`src/rtl/uart_brk_pkg.sv`:
```
package uart_brk_pkg;

  typedef enum logic [2:0] {
    ST_WAITHI,
    ST_IDLE,
    ST_START,
    ST_DATA,
    ST_ADDR,
    ST_STOP,
    ST_BRK,
    ST_HOLD
  } rx_state_e;

  // 2-of-3 vote used for every bit decision
  function automatic logic maj3(input logic a, input logic b, input logic c);
    return (a & b) | (a & c) | (b & c);
  endfunction

  // Divider value for a given clock and bit rate at 16x oversampling (rounded)
  function automatic int unsigned baud_div_calc(input int unsigned clk_hz,
                                                input int unsigned baud);
    return (clk_hz + 8 * baud) / (16 * baud) - 1;
  endfunction

endpackage

```
`src/rtl/uart_brk_sync.sv`:
```
module uart_brk_sync #(
  parameter int STAGES = 2
) (
  input  logic clk,
  input  logic rst_n,
  input  logic din,
  output logic dout
);
  logic [STAGES-1:0] chain;

  // flops reset to the idle-high level so a low line at reset is not a start bit
  always_ff @(posedge clk or negedge rst_n) begin
    if (!rst_n) chain <= '1;
    else        chain <= {chain[STAGES-2:0], din};
  end

  assign dout = chain[STAGES-1];
endmodule

```
`src/rtl/uart_brk_tick.sv`:
```
module uart_brk_tick #(
  parameter int DIV_W = 16
) (
  input  logic             clk,
  input  logic             rst_n,
  input  logic [DIV_W-1:0] div,
  output logic             tick
);
  logic [DIV_W-1:0] cnt;

  assign tick = (cnt >= div);

  always_ff @(posedge clk or negedge rst_n) begin
    if (!rst_n)    cnt <= '0;
    else if (tick) cnt <= '0;
    else           cnt <= cnt + 1'b1;
  end
endmodule

```
`src/rtl/uart_brk_timer.sv`:
```
module uart_brk_timer #(
  parameter int LIMIT = 160
) (
  input  logic clk,
  input  logic rst_n,
  input  logic clr,
  input  logic en,
  output logic done
);
  localparam int CNT_W = $clog2(LIMIT + 1);
  logic [CNT_W-1:0] cnt;

  assign done = en && (cnt == CNT_W'(LIMIT - 1));

  always_ff @(posedge clk or negedge rst_n) begin
    if (!rst_n)  cnt <= '0;
    else if (clr) cnt <= '0;
    else if (en)  cnt <= cnt + 1'b1;
  end
endmodule

```
`src/rtl/uart_brk_rx.sv`:
```
module uart_brk_rx
  import uart_brk_pkg::*;
#(
  parameter int DIV_W    = 16,
  parameter int OS_RATE  = 16,
  parameter int DATA_W   = 8,
  parameter int BRK_BITS = 10
) (
  input  logic              clk,
  input  logic              rst_n,
  input  logic              soft_rst,
  input  logic [DIV_W-1:0]  baud_div,
  input  logic              addr_mode,
  input  logic              rx,
  output logic [DATA_W-1:0] rx_data,
  output logic              rx_addr,
  output logic              rx_valid,
  output logic              frame_err,
  output logic              brk_det,
  output logic              brk_irq
);
  localparam int OS_W      = $clog2(OS_RATE);
  localparam int BIT_W     = $clog2(DATA_W);
  localparam int MID       = OS_RATE / 2;
  localparam int LAST      = OS_RATE - 1;
  localparam int BRK_TICKS = BRK_BITS * OS_RATE;

  rx_state_e         state;
  logic              rxs, tick;
  logic [OS_W-1:0]   os_cnt;
  logic [BIT_W-1:0]  bit_idx;
  logic [DATA_W-1:0] shreg;
  logic              s_a, s_b, abit, voted, decide, at_last;
  logic              stop_miss_ev, frame_ok_ev, brk_ev, brk_en;

  uart_brk_sync #(.STAGES(2)) u_sync (
    .clk(clk), .rst_n(rst_n), .din(rx), .dout(rxs));

  uart_brk_tick #(.DIV_W(DIV_W)) u_tick (
    .clk(clk), .rst_n(rst_n), .div(baud_div), .tick(tick));

  assign brk_en = tick && (state == ST_BRK) && !rxs;

  uart_brk_timer #(.LIMIT(BRK_TICKS)) u_timer (
    .clk(clk), .rst_n(rst_n), .clr(state != ST_BRK), .en(brk_en), .done(brk_ev));

  // named events for the checker
  assign voted        = maj3(s_a, s_b, rxs);
  assign decide       = tick && (os_cnt == OS_W'(MID + 1));
  assign at_last      = tick && (os_cnt == OS_W'(LAST));
  assign stop_miss_ev = (state == ST_STOP) && decide && !voted;
  assign frame_ok_ev  = (state == ST_STOP) && decide && voted;
  assign brk_irq      = brk_det;

  always_ff @(posedge clk or negedge rst_n) begin
    if (!rst_n) begin
      state     <= ST_WAITHI;
      os_cnt    <= '0;
      bit_idx   <= '0;
      shreg     <= '0;
      s_a       <= 1'b1;
      s_b       <= 1'b1;
      abit      <= 1'b0;
      rx_data   <= '0;
      rx_addr   <= 1'b0;
      rx_valid  <= 1'b0;
      frame_err <= 1'b0;
      brk_det   <= 1'b0;
    end else if (soft_rst) begin
      state     <= ST_WAITHI;
      os_cnt    <= '0;
      rx_valid  <= 1'b0;
      frame_err <= 1'b0;
      brk_det   <= 1'b0;
    end else begin
      rx_valid <= 1'b0;
      if (stop_miss_ev) frame_err <= 1'b1;
      if (brk_ev)       brk_det   <= 1'b1;
      if (tick) begin
        if (os_cnt == OS_W'(MID - 1)) s_a <= rxs;
        if (os_cnt == OS_W'(MID))     s_b <= rxs;
      end
      if (tick) begin
        unique case (state)
          ST_WAITHI: begin
            if (!rxs) os_cnt <= '0;
            else if (os_cnt == OS_W'(LAST)) begin
              state  <= ST_IDLE;
              os_cnt <= '0;
            end else os_cnt <= os_cnt + 1'b1;
          end
          ST_IDLE: begin
            if (!rxs) begin
              state  <= ST_START;
              os_cnt <= '0;
            end
          end
          ST_START: begin
            os_cnt <= os_cnt + 1'b1;
            if (decide && voted) begin
              state  <= ST_IDLE;
              os_cnt <= '0;
            end else if (at_last) begin
              state   <= ST_DATA;
              bit_idx <= '0;
              os_cnt  <= '0;
            end
          end
          ST_DATA: begin
            os_cnt <= os_cnt + 1'b1;
            if (decide) shreg <= {voted, shreg[DATA_W-1:1]};
            if (at_last) begin
              os_cnt  <= '0;
              bit_idx <= bit_idx + 1'b1;
              if (bit_idx == BIT_W'(DATA_W - 1))
                state <= addr_mode ? ST_ADDR : ST_STOP;
            end
          end
          ST_ADDR: begin
            os_cnt <= os_cnt + 1'b1;
            if (decide) abit <= voted;
            if (at_last) begin
              os_cnt <= '0;
              state  <= ST_STOP;
            end
          end
          ST_STOP: begin
            os_cnt <= os_cnt + 1'b1;
            if (frame_ok_ev) begin
              rx_data  <= shreg;
              rx_addr  <= addr_mode & abit;
              rx_valid <= 1'b1;
              state    <= ST_IDLE;
              os_cnt   <= '0;
            end else if (stop_miss_ev) begin
              state  <= ST_BRK;
              os_cnt <= '0;
            end
          end
          ST_BRK: begin
            if (rxs)         state <= ST_IDLE;
            else if (brk_ev) state <= ST_HOLD;
          end
          ST_HOLD: state <= ST_HOLD;
          default: state <= ST_WAITHI;
        endcase
      end
    end
  end
endmodule

```
`config.mk`:
```
export PLATFORM = sky130hd
export DESIGN_NAME = uart_brk_rx
export DESIGN_NICKNAME = d
export VERILOG_FILES = /design/src/rtl/uart_brk_pkg.sv /design/src/rtl/uart_brk_sync.sv /design/src/rtl/uart_brk_tick.sv /design/src/rtl/uart_brk_timer.sv /design/src/rtl/uart_brk_rx.sv
export SDC_FILE = /design/constraint.sdc
export NUM_CORES = 1
export LEC_CHECK = 0
export ABC_AREA = 1
export BUFFER_PORTS_ARGS = -buffer_cell sky130_fd_sc_hd__buf_2
export CORE_MARGIN = 2
export CORE_UTILIZATION = 45
export CTS_BUF_LIST = sky130_fd_sc_hd__clkbuf_8 sky130_fd_sc_hd__clkbuf_16
export DETAILED_ROUTE_END_ITERATION = 10
export GPL_TIMING_DRIVEN = 0
export PLACE_DENSITY = 0.67
export SKIP_LAST_GASP = 1
export SYNTH_ARGS = -nofsm -noshare
export SYNTH_HDL_FRONTEND = slang
export SYNTH_SLANG_ARGS = --single-unit
```
`constraint.sdc`:
```
create_clock -name clk -period 1.91 [get_ports clk]
set_input_delay 0.4775 -clock clk [delete_from_list [all_inputs] [get_ports clk]]
set_output_delay 0.4775 -clock clk [all_outputs]
set_load 0.03 [all_outputs]
```
After elaboration in Yosys (flattened, before gate mapping). Index checks and enable logic that the tools add are counted.

$add $sub $neg: 4. Order comparisons: 1. Equal/unequal tests: 26. Muxes and demuxes: 41. Bitwise logic cells: 7. Reduce and logical (&&, ||, !) cells: 27.

Operators by type and width (number): $mux 3 (17); $mux 4 (9); $pmux 3 s8 (1); $pmux 4 s5 (1); $ne 3x3->1 const B (6); $add 16x1->16 const B (1); $ge 16x16->1 (1); $mux 16 (1); $mux 8 (2); $eq 3x3->1 const B (5); $eq 4x4->1 const B (3); $reduce_and 4->1 (3); $reduce_and 10->1 (1); $reduce_bool 2->1 (5); $logic_and 1x1->1 (9); $mux 1 (9); $reduce_and 3->1 (3); $add 8x1->8 const B (1); $eq 8x8->1 const B (1); $ne 4x4->1 const B (2); $eq 3x2->1 const B (2); $ne 2x2->1 const B (3); $pmux 3 s2 (1); $reduce_and 6->1 (1); 13 further kinds (18).

Register bits: 59. Output and inout port bits: 13. Word-level logic and storage cells: 121.

Depth between registers and ports, before layout. Gate-level depths: netlist (run 1).

Depth in word-level cells: 10. Gate-level depth with buffers: 20. Depth with buffers taken out: 19.

Hierarchy. From an unflattened synthesis (run 1), not the netlist that was laid out.

Cell total of the unflattened synthesis: 446. Area, all modules: 3545.9 um2.

Modules (own cells, without submodules): uart_brk_rx (instances 1, cells each 222, area each 1808.0 um2, sequential area each 828.3 um2); uart_brk_tick (instances 1, cells each 167, area each 1253.7 um2, sequential area each 400.4 um2); uart_brk_timer (instances 1, cells each 55, area each 431.7 um2, sequential area each 200.2 um2); uart_brk_sync (instances 1, cells each 2, area each 52.6 um2, sequential area each 52.6 um2).

Worst setup path before layout (run 1). Ideal clock, no wire load.

Kind: input to register. Start point: in baud_div[11]. End point: reg state[1]. Arrival time: 1.886 ns. Data required time: 1.791 ns. Slack: -0.095 ns. Stages on the path: 15. Buffers on the path: 1. Cell sequence: inv_1 ha_1 a21oi_1 o21ai_1 a21oi_2 nand2_4 nand3_4 buf_6 nand2_2 nand2_1 nand2_1 nand3_2 clkinv_1 nand2_1 nand2_1.

Word-level cells in the longest chain between the ends: 8. Elaborated cells on any way between the ends: 22. Those cells by class: order compare: 1; eq/ne: 5; mux: 5; reduce/logical: 11.

RTL lines: from (decl) (RTL line uart_brk_rx.sv:12) `input logic [DIV_W-1:0] baud_div,`; $ge 16x16->1 (*) (RTL line uart_brk_tick.sv:11) `assign tick = (cnt >= div);`; $logic_and 1x1->1 (RTL line uart_brk_rx.sv:49) `assign decide = tick && (os_cnt == OS_W'(MID + 1));`; $logic_and 1x1->1 (RTL line uart_brk_rx.sv:51, uart_brk_rx.sv:52); $logic_and 1x1->1 (RTL line uart_brk_rx.sv:52) `assign frame_ok_ev = (state == ST_STOP) && decide && voted;`; $mux 3 (RTL line uart_brk_rx.sv:129) `if (frame_ok_ev) begin`; $pmux 3 s8 (RTL line uart_brk_rx.sv:84) `unique case (state)`; $mux 3 (RTL line uart_brk_rx.sv:83) `if (tick) begin`; $mux 3 (RTL line uart_brk_rx.sv:69) `end else if (soft_rst) begin`; to (signal assigned) (RTL line uart_brk_rx.sv:116) `state <= addr_mode ? ST_ADDR : ST_STOP;`; to (decl) (RTL line uart_brk_rx.sv:28) `rx_state_e state;`.

Mark *: on every way between the ends. The rest lies on a longest branch, timed or not. The select of a mux whose other input is x is not followed. A chain may end at the register's enable or synchronous reset.

Worst setup path in the final report (run 1).
Start point: reg u_tick.cnt[2]. End point: reg state[0].

Word-level cells in the longest chain between the ends: 8. Elaborated cells on any way between the ends: 22. Those cells by class: order compare: 1; eq/ne: 5; mux: 5; reduce/logical: 11.

RTL lines: from (decl) (RTL line uart_brk_tick.sv:9) `logic [DIV_W-1:0] cnt;`; from (signal assigned) (RTL line uart_brk_tick.sv:16) `else cnt <= cnt + 1'b1;`; $ge 16x16->1 (*) (RTL line uart_brk_tick.sv:11); $logic_and 1x1->1 (RTL line uart_brk_rx.sv:49); $logic_and 1x1->1 (RTL line uart_brk_rx.sv:51, uart_brk_rx.sv:52); $logic_and 1x1->1 (RTL line uart_brk_rx.sv:52); $mux 3 (RTL line uart_brk_rx.sv:129); $pmux 3 s8 (RTL line uart_brk_rx.sv:84); $mux 3 (RTL line uart_brk_rx.sv:83); $mux 3 (RTL line uart_brk_rx.sv:69).

Marks and branches as above.

==> results of run 1 <==
==> path summary, 6_finish.rpt <==
| kind | cells past startpoint | slack (ns) | startpoint | end |
|---|---|---|---|---|
| hold reg to reg | 0 | 0.36 | u_sync.chain[0]$_DFF_PN1_ | u_sync.chain[1]$_DFF_PN1_ |
| setup / recovery | 17 | -0.08 | u_tick.cnt[2]$_DFF_PN0_ | state[0]$_DFFE_PN0P_ |
| hold / removal | 1 | 0.16 | rst_n | rx_data[2]$_DFFE_PN0P_ |
| setup reg to reg | 17 | -0.08 | u_tick.cnt[2]$_DFF_PN0_ | state[0]$_DFFE_PN0P_ |
| min in group clk | 1 | 0.22 | rx | u_sync.chain[0]$_DFF_PN1_ |
| max in group asynchronous | 1 | 1.23 | rst_n | u_tick.cnt[4]$_DFF_PN0_ |
==> cells in the final DEF, fill, tap and decap left out, drive strengths merged <==
cell / count
o21a: 3
clkbuf: 10
a21oi: 25
nand4: 14
dfstp: 4
clkinv: 3
nor4: 4
nand3: 26
xnor2: 1
nor2: 37
dfrtp: 55
buf: 67
clkinvlp: 2
nand2: 96
and3: 2
o32ai: 1
o22ai: 3
inv: 79
a22o: 1
o21ai: 35
nor3b: 1
nor3: 9
ha: 23
bufinv: 1
a31oi: 1
o211ai: 1
xor2: 7
==> metal layers <==
layer / part of all wire [%] / wire, microns / vias to the layer above
li1: - / - / 1555
met1: 46 / 3620 / 1448
met2: 48 / 3750 / 67
met3: 3.4 / 267 / 13
met4: 2.4 / 184 / 0
met5: 0 / 0 / -
==> metrics by stage <==
stage	cells	setup slack, ns	total power, mW	TNS [ns]
global route	610	-0.245	3.67	-6.62
floorplan	431	-0.0395	1.92	-0.131
global placement	563	-0.453	2.06	-13.74
detailed placement	563	-0.453	2.10	-13.92
finish	610	-0.0778	3.47	-0.518
CTS	606	-0.0809	3.44	-0.579
==> cells by family after synthesis <==
kind of cell,Yosys count
adders and majority gates,23
buffers and inverters,83
xor gates and xnor gates,8
AOI/OAI and AO/OA,70
DFF,59
and+or+nand+nor,188
==> layout make-up <==
class	instances	area share [%]
clock buffers	9	2.72
plain buffers	5	1.07
well taps	99	2.72
clock inverters	7	1.68
multi-input cells	290	43.0
flip-flops and latches	59	32.5
repair buffers	63	9.43
inverters	78	6.82
==> worst max-delay path, delay by kind of cell, from the launching register on <==
family / cells / cell delay (ns)
buf+inv: 1 / 0.14
fa+ha+maj: 1 / 0.27
simple gates: 15 / 1.05
flops: 1 / 0.41
==> flip-flops by register name, summed over array words and instances (netlist names), 2 cells and up <==
signal        count
rx_data           8
u_sync.chain      2
state             3
u_timer.cnt       8
u_tick.cnt       16
shreg             8
os_cnt            4
bit_idx           3
==> power by group through the flow <==
stage	sequential, mW	clock, mW	combinational [mW]
final	1.44	1.18	0.851
after global routing	1.45	1.25	0.971
after CTS	1.44	1.20	0.806
after detailed placement	1.49	0	0.614
after global placement	1.49	0	0.579
after floorplan	1.46	0	0.461
==> cell usage after synthesis (all sizes together) <==
| cell | number | area share [%] |
|---|---|---|
| a21oi | 25 | 3.8 |
| nor3 | 9 | 1.4 |
| o21a | 3 | 0.65 |
| clkinv | 2 | 0.22 |
| xnor2 | 1 | 0.25 |
| dfstp | 4 | 3.0 |
| ha | 23 | 8.3 |
| a22o | 1 | 0.25 |
| dfrtp | 55 | 40 |
| nor4 | 4 | 1.2 |
| nand2 | 95 | 11 |
| o211ai | 1 | 0.22 |
| nand3 | 26 | 4.4 |
| xor2 | 7 | 1.8 |
| nor3b | 1 | 0.22 |
| o32ai | 1 | 0.47 |
| a31oi | 1 | 0.18 |
| inv | 76 | 8.2 |
| buf | 5 | 1.1 |
| nor2 | 37 | 4.9 |
| and3 | 2 | 0.36 |
| nand4 | 14 | 2.5 |
| o21ai | 35 | 5.1 |
| o22ai | 3 | 0.54 |
==> what timing repair did <==
action	CTS	global route
setup endpoints to repair	45	46
pin swaps	22	14
hold buffers	0	0
setup buffers	26	3
gates resized for setup	28	43
cloned	1	1
==> impl_metrics.csv, run 1 <==
group,metric,value,unit
critical_path,crit_path_end_kind,"flop",
layout,fin_area,0.00455,sq mm
power,p_seq_share,41.5,%
clocking,cts_root_buffer,"clkbuf_8",
global_route,grt_busiest_layer,"met2",
power,p_per_area,762,mW/mm^2
die,die_w,91.7,microns
power,internal_power,2.34,mW
global_route,use_met3,3.04,%
clocking,cts_tree,"built",
clocking,path_clk_slew,0.08,ns
outcome,violations,"setup timing",
synthesis,syn_area,0.00346,sq mm
placement,gp_congestion,0.871,
sta,finalSetupViolations,14,
global_route,grt_max_degree,60,
critical_path,arrival,2.23,ns
sta,drv_slew,0,
clocking,clk_latency,0.35,ns
synthesis,synth_top_family_by_area,"simple AND/OR/NAND/NOR gates",
global_route,grt.total_usage,19.5,%
detailed_routing,avgRoutedWirePerCell,12.8,microns
sta,period_minus_slack,1.99,ns
power,clkPwrFrac,33.9,%
critical_path,start_kind,"flop",
synthesis,yosysUniqueCellTypes,38,
critical_path,critical_path_required,2.15,ns
sta,rsz0062_at_grt,"yes",
layout,layout.nets,550,
sta,fin_ws,-0.0778,ns
power,p_comb_share,24.6,%
job,maxCapViolations,0,
global_route,grt_use_met2,31.4,%
sta,max_clock_freq,503,MHz
layout,n_fill_cell,603,
layout,multi_input_area,0.00196,sq mm
layout,seq_area,0.00148,sq mm
die,die_area,0.00841,sq mm
global_route,grt_pass1_vias,3009,
die,fp.dieH,91.7,microns
sta,fin_skew,0.0159,ns
synthesis,seq_area_frac_synth,42.8,%
sta,whs,0.163,ns
critical_path,crit_slowest_cell,"dfrtp_1",
placement,placed_area,0.00384,sq mm
global_route,grt_pass1_wl,13100,microns
clocking,cts_buffer_depth,2,
sta,period_share,104,%
layout,area_growth,31.6,%
outcome,status,"complete, but fails checks",
layout,utilization,62.1,%
power,ir_drop,0.409,mV
clocking,cts.sink_count,59,
detailed_routing,via_per_inst,5.05,
synthesis,synth-compound-area-share,11.2,%
placement,io_buffers,33,
global_route,grt_use_met1,25.4,%
synthesis,synthSimpleGateAreaFrac,26.0,%
critical_path,crit_chain,"ha_4 -> nand2_2 -> nor2_1 -> nor2_1 -> nand2_1 -> nand2_1 -> nand2_1 -> nand2_2 -> nand2_4 -> nand3_4 -> buf_6 -> nand2_2 -> nand2_2 -> nand2_2 -> nand3_4 -> nand3_2 -> nand2_1",
synthesis,avgSynthCellArea,8.03,sq um
synthesis,yosysWarnings,0,
critical_path,critPathMaxStageDelay,0.41,ns
clocking,cts-buffers-inserted,9,
detailed_routing,drtAntennaViolNets,0,
global_route,antenna_found_initial,0,
hold_path,hold_path_class,"input port to asynchronous set/reset pin",
detailed_routing,drt-initial-drc-count,116,
layout,drive_gt1_share,34.1,%
layout,diodes,0,
synthesis,postSynthRegisterBits,59,
critical_path,crit_top_cell,"nand2_2",
synthesis,synth_fp_nets,475,
synthesis,synth_mux_area_share,0,%
synthesis,synth_xor_xnor_area_share,2.03,%
die,io_pins,34,
detailed_routing,drt_first_pass_iters,4,
die,core_area,0.00733,sq mm
power,power_switching,1.13,mW
power,leakage,2.19,nW
synthesis,synth-adder-area-share,8.32,%
power,p_sw_share,32.6,%
sta,hold_viol,0,
clocking,htreeDepth,3,
die,rows,31,
sta,max_slew_margin,51.2,%
critical_path,cp_max_fo,5,
die,initial_core_util,47.2,%
global_route,grt_remaining_overflow,0,
critical_path,worst-setup-path-type,"flop to flop",
detailed_routing,drc,0,
placement,dpl.hpwl,5110,microns
detailed_routing,drt-total-wl,7820,microns
sta,tightest_slew,0.731,ns
synthesis,syn_inst,431,
detailed_routing,num_vias,3083,
Power figures use the tool's default switching activity.
==> inputs of run 2 (changes only) <==
--- a/config.mk
+++ b/config.mk
@@ -6,7 +6,7 @@
 export NUM_CORES = 1
 export LEC_CHECK = 0
 export ABC_AREA = 1
-export BUFFER_PORTS_ARGS = -buffer_cell sky130_fd_sc_hd__buf_2
+export BUFFER_PORTS_ARGS = -buffer_cell sky130_fd_sc_hd__buf_4
 export CORE_MARGIN = 2
 export CORE_UTILIZATION = 45
 export CTS_BUF_LIST = sky130_fd_sc_hd__clkbuf_8 sky130_fd_sc_hd__clkbuf_16
==> impl_metrics.csv, run 2 (synthesized netlist as in run 1, its figures left out) <==
group,metric,value,unit
global_route,antenna_found_initial,0,
layout,most-common-layout-cells,"65 x nand2_1, 60 x inv_1, 52 x dfrtp_1",
sta,tightest_slew,0.748,ns
critical_path,crit_chain,"ha_1 -> a21oi_1 -> o21a_1 -> nand2_1 -> nand2_2 -> nand2_4 -> nand2_4 -> buf_6 -> nor2_4 -> nand2_4 -> buf_12 -> nand2_2 -> o21ai_1",
power,leakage,2.25,nW
clocking,cts_tree,"built",
clocking,cts_root_buffer,"clkbuf_8",
critical_path,start_kind,"flop",
detailed_routing,num_vias,3113,
global_route,grt_pass1_wl,12900,microns
clocking,cts.sink_count,59,
critical_path,worst-setup-path-type,"flop to flop",
critical_path,worst-path-buf-inv,2,
die,rows,31,
clocking,htreeDepth,3,
critical_path,worst_r2r_endpoint,"shreg[0]$_DFFE_PN0P_",
sta,fin_ws,-0.189,ns
critical_path,crit_top_cell,"nand2_4",
clocking,cts-buffers-inserted,9,
global_route,grt.total_usage,19.2,%
placement,gp_congestion,0.880,
clocking,path_clk_slew,0.07,ns
layout,largest_reg_flops,16,
global_route,grt_remaining_overflow,0,
outcome,violations,"setup timing",
sta,max_clock_freq,476,MHz
power,finalPower,3.69,mW
clocking,cts_buffer_depth,2,
die,die_area,0.00841,sq mm
critical_path,reg2reg_depth,13,
job,maxCapViolations,0,
detailed_routing,drc,0,
sta,period_minus_slack,2.10,ns
outcome,status,"complete, but fails checks",
sta,period_share,110,%
sta,finalSetupViolations,38,
layout,layout.nets,547,
critical_path,critPathMaxStageDelay,0.44,ns
critical_path,arrival,2.33,ns
placement,dpl.hpwl,5100,microns
die,fp.dieH,91.7,microns
global_route,grt_pass1_vias,2903,
clocking,hold_buffers,0,
critical_path,critical_path_required,2.15,ns
sta,fin_skew,0.0108,ns
die,die_w,91.7,microns
power,p_per_area,784,mW/mm^2
layout,final_common_cell,"nand2_1",
die,initial_core_util,47.2,%
clocking,clk_latency,0.35,ns
detailed_routing,drtAntennaViolNets,0,
sta,rsz0062_at_grt,"yes",
layout,top_register,"u_tick.cnt",
layout,diodes,0,
die,io_pins,34,
sta,max_slew_margin,50.1,%
critical_path,rrSetupSlack,-0.19,ns
layout,area_growth,36.1,%
critical_path,worstSetupStartpoint,"u_tick.cnt[5]$_DFF_PN0_",
sta,tns,-3.16,ns
detailed_routing,drt_first_pass_iters,4,
global_route,grt_max_degree,60,
layout,drive_gt1_share,36.0,%
hold_path,hold_path_class,"input port to asynchronous set/reset pin",
critical_path,reg2reg_from,"u_tick.cnt[5]$_DFF_PN0_",
critical_path,cpLargestDelayFamily,"simple AND/OR/NAND/NOR gates",
detailed_routing,avgRoutedWirePerCell,13.1,microns
detailed_routing,via_per_inst,5.13,
sta,hold_viol,0,
critical_path,crit_slowest_cell,"dfrtp_1",
sta,drv_slew,0,
die,core_area,0.00733,sq mm
power,ir_drop,0.411,mV
critical_path,crit_path_end_kind,"flop",
detailed_routing,drt-initial-drc-count,140,
placement,io_buffers,33,
critical_path,cp_max_fo,6,
detailed_routing,drt-total-wl,7950,microns
[run 2: cell types whose count changed in the layout (fill, tap and decap cells not counted), moves of 5 or more]
cell	delta
buf_2	-31
nand2_4	+5
o21ai_2	+5
nand2_1	-7
nor2_2	+5
buf_4	+24
[run 2: power breakdown]
part	internal, mW	leakage [nW]	total [mW]	switching [mW]
sequential	1.35	0.782	1.46	0.114
clock	0.904	0.123	1.43	0.524
combinational	0.361	1.35	0.799	0.438
total	2.61	2.25	3.69	1.08
[run 2: how the worst max path moves through the flow]
| stage | end | cells past startpoint | slack [ns] |
|---|---|---|---|
| final | shreg[0]$_DFFE_PN0P_ | 13 | -0.19 |
| after global routing | shreg[7]$_DFFE_PN0P_ | 16 | -0.30 |
| after CTS | state[0]$_DFFE_PN0P_ | 18 | -0.15 |
| after detailed placement | state[0]$_DFFE_PN0P_ | 17 | -0.46 |
| after global placement | state[2]$_DFFE_PN0P_ | 16 | -0.43 |
| after floorplan | state[1]$_DFFE_PN0P_ | 18 | -0.04 |
[run 2: stage by stage]
step | instance area (sq um) | setup WS (ns) | instances | utilization, % | hold WS [ns]
2_1_floorplan | 3550 | -0.0395 | 431 | - | 0.182
3_3_place_gp | 3920 | -0.425 | 563 | 53.5 | 0.345
3_5_place_dp | 3920 | -0.457 | 563 | 53.5 | 0.347
4_1_cts | 4370 | -0.154 | 598 | 59.6 | 0.211
5_1_grt | 4710 | -0.297 | 607 | 64.2 | 0.228
6_report | 4710 | -0.189 | 607 | 64.2 | 0.189
[run 2: what timing repair did]
item | 4_1_cts | 5_1_grt
hold endpoints to repair | 0 | 0
buffers inserted | 17 | 8
resized for setup | 17 | 76
endpoints found under the setup margin | 46 | 45
pin swaps | 12 | 17
cloned | 2 | 1
[run 2: cell type report]
| class | count | area (sq um) |
|---|---|---|
| multi-input cells | 290 | 1970 |
| plain buffers | 5 | 50.0 |
| clock inverters | 6 | 111 |
| inverters | 78 | 313 |
| fillers | 613 | 2620 |
| clock buffers | 10 | 138 |
| well taps | 99 | 124 |
| flip-flops and latches | 59 | 1490 |
| repair buffers | 60 | 519 |
[run 2: metal layers]
layer,up-vias,track usage (%),wire length (microns)
met5,-,0,0
met1,1488,24.3,3520
met2,65,32.0,4000
li1,1549,-,-
met4,0,9.09,144
met3,11,3.04,288
==> inputs of run 3 (changes only) <==
==> constraint.sdc (replaced) <==
create_clock -name clk -period 1.8 [get_ports clk]
set_input_delay 0.45 -clock clk [delete_from_list [all_inputs] [get_ports clk]]
set_output_delay 0.45 -clock clk [all_outputs]
set_load 0.03 [all_outputs]
==> impl_metrics.csv, run 3 (synthesized netlist as in run 1, its figures left out) <==
group,metric,value,unit
critical_path,start_kind,"flop",
critical_path,rrSetupSlack,-0.24,ns
clocking,cts_root_buffer,"clkbuf_8",
global_route,grt.total_usage,19.7,%
clocking,cts-buffers-inserted,9,
global_route,grt_use_met1,25.3,%
detailed_routing,drc,0,
sta,finalSetupViolations,44,
detailed_routing,drt-initial-drc-count,133,
power,leakage,2.18,nW
layout,largest_reg_flops,16,
detailed_routing,drt_first_pass_iters,4,
placement,placed_area,0.00393,sq mm
power,ir_drop,0.438,mV
sta,fin_skew,0.00818,ns
outcome,violations,"setup timing",
sta,rsz0062_at_grt,"yes",
sta,max_clock_freq,491,MHz
placement,io_buffers,33,
layout,final_common_cell,"nand2_1",
global_route,antenna_found_initial,0,
layout,fin_area,0.00467,sq mm
detailed_routing,num_vias,3080,
hold_path,hold_path_class,"input port to asynchronous set/reset pin",
critical_path,cp_max_fo,7,
placement,preCtsSetupSlack,-0.524,ns
critical_path,worst_r2r_endpoint,"state[0]$_DFFE_PN0P_",
layout,utilization,63.8,%
critical_path,reg2reg_depth,11,
clocking,hold_buffers,0,
die,die_w,91.7,microns
layout,seq_area,0.00148,sq mm
critical_path,critical_path_required,2.03,ns
detailed_routing,drtAntennaViolNets,0,
outcome,status,"complete, but fails checks",
power,p_per_area,784,mW/mm^2
sta,period_share,113,%
sta,period_minus_slack,2.04,ns
die,io_pins,34,
global_route,grt_use_met2,33.4,%
layout,top_register,"u_tick.cnt",
clocking,cts_buffer_depth,2,
detailed_routing,via_per_inst,5.05,
clocking,htreeDepth,3,
layout,diodes,0,
die,core_area,0.00733,sq mm
job,maxCapViolations,0,
critical_path,crit_path_end_kind,"flop",
layout,layout.nets,550,
die,fp.dieH,91.7,microns
global_route,grt_max_degree,60,
detailed_routing,drt-total-wl,7880,microns
sta,hold_viol,0,
layout,area_growth,35.1,%
global_route,grt_pass1_vias,2975,
placement,gp_congestion,0.828,
sta,tightest_slew,0.732,ns
clocking,cts.sink_count,59,
critical_path,arrival,2.27,ns
global_route,grt_remaining_overflow,0,
die,rows,31,
layout,most-common-layout-cells,"73 x nand2_1, 59 x inv_1, 55 x buf_4",
global_route,grt_pass1_wl,13300,microns
global_route,grt_busiest_layer,"met2",
critical_path,reg2reg_from,"u_tick.cnt[10]$_DFF_PN0_",
die,initial_core_util,47.2,%
sta,fin_ws,-0.238,ns
detailed_routing,avgRoutedWirePerCell,12.9,microns
clocking,path_clk_slew,0.08,ns
sta,max_slew_margin,51.2,%
critical_path,worst-setup-path-type,"flop to flop",
layout,drive_gt1_share,34.8,%
sta,drv_slew,0,
die,die_area,0.00841,sq mm
layout,n_fill_cell,613,
placement,dpl.hpwl,5170,microns
sta,whs,0.162,ns
clocking,clk_latency,0.34,ns
global_route,use_met3,3.86,%
layout,multi_input_area,0.00198,sq mm
clocking,cts_tree,"built",
-- run 3: changes by cell type in the layout (fill, tap and decap cells not counted), sizes merged --
| cell | delta |
|---|---|
| clkinvlp | +2 |
| clkbuf | +1 |
| buf | +3 |
| clkinv | +1 |
| bufinv | -3 |
| inv | -1 |
-- run 3: critical path: stages, from the launching register on --
cell and delay, ns:
dfrtp_1 0.46, ha_4 0.30, nand4_1 0.09, nor3_2 0.18, nand2_2 0.11, nand2_4 0.12
buf_4 0.16, inv_8 0.04, nor3_4 0.17, nand3_4 0.14, nand3_2 0.09, nand2_1 0.06
-- run 3: where the power goes --
part	internal [mW]	switching, mW
clock network	0.576	0.574
logic	0.455	0.521
registers	1.43	0.108
-- run 3: layout make-up --
| type | count | area share [%] |
|---|---|---|
| clock inverter | 5 | 0.776 |
| sequential | 59 | 31.7 |
| buffer | 5 | 1.20 |
| inverter | 78 | 6.77 |
| multi-input combinational | 290 | 42.3 |
| clock buffer | 11 | 3.24 |
| tap | 99 | 2.65 |
| timing repair buffer | 63 | 11.3 |
-- run 3: how the worst max path moves through the flow --
stage                             start              endpoint  slack [ns]  cells after the start
2_1_floorplan               baud_div[3]  state[1]$_DFFE_PN0P_       -0.12                     18
3_3_place_gp                baud_div[1]  state[2]$_DFFE_PN0P_       -0.53                     16
3_5_place_dp                baud_div[1]  state[1]$_DFFE_PN0P_       -0.52                     16
4_1_cts        u_tick.cnt[10]$_DFF_PN0_  state[2]$_DFFE_PN0P_       -0.21                     14
5_1_grt         u_tick.cnt[3]$_DFF_PN0_  state[2]$_DFFE_PN0P_       -0.37                     17
6_report       u_tick.cnt[10]$_DFF_PN0_  state[0]$_DFFE_PN0P_       -0.24                     11
-- run 3: routing by layer --
metal	wire, microns	up-vias
met5	0	-
met4	138	0
met3	314	11
met2	3830	57
met1	3590	1455
li1	-	1557
-- run 3: what timing repair did --
| action | CTS | global route |
|---|---|---|
| buffers inserted | 23 | 5 |
| setup endpoints to repair | 53 | 55 |
| gates resized for setup | 48 | 38 |
| pin swaps | 25 | 19 |
| gates cloned | 2 | 1 |
| endpoints found under the hold margin | 0 | 0 |
-- run 3: stage by stage --
| stage | instances | total power, mW | TNS, ns |
|---|---|---|---|
| final | 610 | 3.67 | -6.23 |
| after global routing | 610 | 3.92 | -12.49 |
| after CTS | 604 | 3.56 | -5.10 |
| after detailed placement | 563 | 2.24 | -17.98 |
| after global placement | 563 | 2.21 | -16.66 |
| after floorplan | 431 | 2.04 | -1.06 |
